--- config.mk ---
export PLATFORM = sky130hd
export DESIGN_NAME = tdm_frame_gen
export DESIGN_NICKNAME = d
export VERILOG_FILES = /design/src/rtl/tdm_frame_gen.sv
export SDC_FILE = /design/constraint.sdc
export NUM_CORES = 1
export LEC_CHECK = 0
export ABC_CLOCK_PERIOD_IN_PS = 2200
export BUFFER_PORTS_ARGS = -buffer_cell sky130_fd_sc_hd__buf_2
export CAP_MARGIN = 20
export CORE_MARGIN = 8
export CORE_UTILIZATION = 40
export DETAILED_ROUTE_END_ITERATION = 10
export GPL_ROUTABILITY_DRIVEN = 0
export PLACE_DENSITY_LB_ADDON = 0.05
export RECOVER_POWER = 100
export SYNTH_ARGS = -nofsm -noshare
export SYNTH_HDL_FRONTEND = slang
export SYNTH_SLANG_ARGS = --single-unit
--- constraint.sdc ---
create_clock -name clk -period 2.2 [get_ports clk]
set_input_delay 0.22 -clock clk [delete_from_list [all_inputs] [get_ports clk]]
set_output_delay 0.22 -clock clk [all_outputs]
set_load 0.01 [all_outputs]
--- src/rtl/tdm_frame_gen.sv ---
module tdm_frame_gen #(
  parameter int BITS_FAST = 4096,
  parameter int BITS_SLOW = 2048,
  parameter int DIV_FAST  = 2,
  parameter int DIV_SLOW  = 4
) (
  input  logic          clk,
  input  logic          rst_n,
  input  logic          rate_fast,
  input  logic          clk_inv,
  input  logic          fp_inv,
  output logic          bus_clk,
  output logic          frame_pulse,
  output logic          frame_start,
  output logic          bit_strobe,
  output logic [$clog2(BITS_FAST)-1:0] bit_pos
);
  localparam int PW = $clog2(DIV_SLOW);
  localparam int BW = $clog2(BITS_FAST);

  logic          live, armed, fast;
  logic [PW-1:0] ph, half, ph_end;
  logic [BW-1:0] bpos, b_end;
  logic          clk_hi, fp_act;

  assign half   = fast ? PW'(DIV_FAST / 2) : PW'(DIV_SLOW / 2);
  assign ph_end = fast ? PW'(DIV_FAST - 1) : PW'(DIV_SLOW - 1);
  assign b_end  = fast ? BW'(BITS_FAST - 1) : BW'(BITS_SLOW - 1);

  always_ff @(posedge clk or negedge rst_n) begin
    if (!rst_n) begin
      live  <= 1'b0;
      armed <= 1'b0;
      fast  <= 1'b0;
      ph    <= '0;
      bpos  <= '0;
    end else if (!live) begin
      live <= 1'b1;
      fast <= rate_fast;
    end else if (ph == ph_end) begin
      ph    <= '0;
      armed <= 1'b1;
      if (bpos == b_end) begin
        bpos <= '0;
        fast <= rate_fast;
      end else begin
        bpos <= bpos + 1'b1;
      end
    end else begin
      ph <= ph + 1'b1;
    end
  end

  assign clk_hi = live && (ph >= half);
  assign fp_act = armed && (((bpos == b_end) && (ph >= half)) ||
                            ((bpos == '0) && (ph < half)));

  assign bus_clk     = clk_inv ^ clk_hi;
  assign frame_pulse = fp_inv ^ ~fp_act;
  assign frame_start = armed && (ph == '0) && (bpos == '0);
  assign bit_strobe  = live && (ph == '0);
  assign bit_pos     = bpos;
endmodule

==> run_results.csv <==
group,metric,value,unit
logic_synthesis,ys_seq_area_frac,0.415,
drt,avgViaCountPerCell,5.40,
sta,period_share,0.994,
hold_path,min_path_type,"in2reg",
logic_synthesis,synth.avg_cell_area,9.67,sq um
finish,nFillCells,229,
grt,grt_use_total,0.136,
logic_synthesis,synthArstFlopShare,1.00,
setup_path,worstSetupPathType,"reg2out",
clock_tree,cts_tree,"yes",
drt,drt_iter0_markers,39,
power,pwr_density_cell,869,mW/mm^2
hold_path,worstHoldPathCells,2,
grt,grt_pass1_wl,4.68,mm
floorplanning,start_util,0.417,
hold_path,hp-start,"rate_fast",
clock_tree,cts_buffers,3,
finish,antenna_cells,0,
setup_path,cpMaxStageDelayCell,"dfrtp_2",
finish,area_delta_synth_final,36.0,%
power,finalPower,1.21,mW
floorplanning,die_w,66.6,um
drt,drt-total-wl,2.71,mm
floorplanning,floorplan.rows,18,
logic_synthesis,ys_seq_elements,17,
power,p_leak,0.642,nW
setup_path,path_cells,"buf_6, xnor2_4, nor4b_4, buf_4, nand3_2, a221o_1, buf_2",
drt,wl_per_cell,15.7,um
power,clkPwrFrac,0.145,
setup_path,crit_path_start_kind,"flop",
run_status,status,"complete, no violations",
sta,finalMaxSlewViolations,0,
drt,num_vias,928,
floorplanning,die_y,66.6,um
place,place_inst,159,
clock_tree,cts_max_level,1,
clock_tree,cts_buffer_depth,2,
logic_synthesis,ys_types,36,
finish,drive_gt1_frac,0.423,
floorplanning,dieArea,0.00444,sq mm
setup_path,arrival,1.97,ns
grt,grt_pass1_vias,959,
drt,drcViolationCount,0,
power,p_sw,0.486,mW
job,cap_violations,0,
drt,dr.pass1.iters,4,
sta,fin_crit,2.19,ns
setup_path,r2r-start,"fast",
finish,mostFrequentLayoutCell,"buf_2",
sta,setup_viol,0,
clock_tree,path_clk_slew,0.11,ns
logic_synthesis,synth_edf_count,0,
finish,final_area,0.00139,sq mm
power,intPower,0.725,mW
place,numPortBuffers,20,
sta,relSlewSlack,0.362,
setup_path,end_kind,"primary output",
finish,final_cells,172,
setup_path,startpoint,"bit_pos[11]",
clock_tree,numClockSinks,17,
clock_tree,cts_root_buf,"clkbuf_4",
floorplanning,ios,21,
finish,nets,153,
sta,rsz0062_at_grt,"true",
sta,worstMarginPinSlew,0.957,ns
setup_path,ff2ff_path_depth,5,
power,ir_worst_vdd,538,uV
drt,ant_nets,0,
setup_path,cpPeakStageDelay,0.44,ns
setup_path,critPathMaxFanout,3,
logic_synthesis,syn_nets,116,
clock_tree,clk_latency,0.30,ns
sta,hold_violations,0,
grt,grt_start_max_net_pins,18,
power,p_sw_frac,0.401,
power,comb_power_share,0.489,
logic_synthesis,netlist_instances,106,
grt,antenna_found_initial,0,
logic_synthesis,syn_area,0.00102,sq mm
floorplanning,core,0.00245,sq mm
grt,overflow,0,
sta,max_freq,457,MHz
logic_synthesis,yosys_warnings,0,
setup_path,worst_ep_required_time,1.98,ns
place,dpl.hpwl,1.89,mm
sta,finalSetupTns,0,ns
place,placed_area,0.00119,sq mm
logic_synthesis,synthFlopType,"dfrtp_1",
finish,layout_common_cells,"buf_2, dfrtp_1, nand2_1, buf_4, xnor2_1",
sta,finalClockSkew,0.00818,ns
power,seq_power_share,0.365,
==> state kept, by name (all words and copies together), names as in the netlist <==
| name | cells |
|---|---|
| armed | 1 |
| bit_pos | 12 |
| fast | 1 |
| live | 1 |
| ph | 2 |
==> synthesized netlist by cell type, types with 2 or more instances <==
cell type,count,area [sq um]
nor2_1,6,22.5
o21ai_0,2,10.0
xor2_1,4,35.0
inv_1,5,18.8
and3_1,3,18.8
or4_4,2,22.5
dfrtp_1,17,425
nand3_1,6,30.0
xnor2_1,8,70.1
nor4_1,4,25.0
nand2_1,12,45.0
nand2b_1,3,18.8
buf_4,2,15.0
a21oi_1,2,10.0
ha_1,5,62.6
nor3_1,5,25.0
==> layout make-up <==
type	count	area, sq um	area share
timing repair buffer	35	211	0.152
sequential	17	430	0.309
multi-input combinational	81	669	0.480
inverter	5	18.8	0.0135
tap	30	37.5	0.0269
clock buffer	4	26.3	0.0189
==> cell families after synthesis <==
logic type,count (synthesis),share of synthesized area
AO/OA/AOI/OAI,9,0.0684
XOR/XNOR,12,0.103
adder cells (fa/ha/maj),5,0.0611
buffers and inverters,8,0.0378
flip-flops,17,0.415
multiplexers,1,0.0110
other,1,0.00366
AND/OR/NAND/NOR,53,0.300
==> worst paths after layout <==
path                                    end  slack (ns)
min in group asynchronous        bit_pos[5]        0.57
worst min register to register   bit_pos[0]        0.58
worst max register to register  bit_pos[11]        0.27
worst max-delay path            frame_pulse        0.01
max in group asynchronous        bit_pos[0]        0.98
worst min-delay path                   fast        0.16
==> stage by stage <==
stage,hold slack [ns],setup WS [ns],utilization
3_5_place_dp,0.176,0.182,0.484
5_1_grt,0.155,-0.0771,0.568
3_3_place_gp,0.165,0.205,0.484
4_1_cts,0.164,-0.0492,0.533
2_1_floorplan,-0.0756,0.349,-
6_report,0.164,0.0141,0.568
==> worst max-delay path, delay by kind of cell, from the launching register on <==
family          cells  cell delay (ns)
compound gates      1             0.31
flops               1             0.44
simple gates        2             0.29
buf+inv             3             0.44
xor+xnor            1             0.18
==> power groups by stage <==
stage | clock network, mW | logic, mW | registers (mW)
2_1_floorplan | 0 | 0.322 | 0.433
3_3_place_gp | 0 | 0.472 | 0.446
3_5_place_dp | 0 | 0.475 | 0.441
4_1_cts | 0.182 | 0.542 | 0.431
5_1_grt | 0.193 | 0.669 | 0.452
6_report | 0.176 | 0.593 | 0.442
==> layer usage <==
layer / track usage / vias up / part of all wire
met4: 0.0427 / 0 / 0.015
met2: 0.207 / 32 / 0.45
met3: 0.0520 / 4 / 0.079
met5: 0 / - / 0
met1: 0.174 / 450 / 0.45
li1: - / 442 / -
==> timing repair <==
action	in CTS	in global routing
hold endpoints to repair	17	0
buffers inserted	5	3
hold buffers	1	0
setup endpoints to repair	1	1
gates resized for setup	10	13
pin swaps	4	8
(Power assumes the default switching activity.)
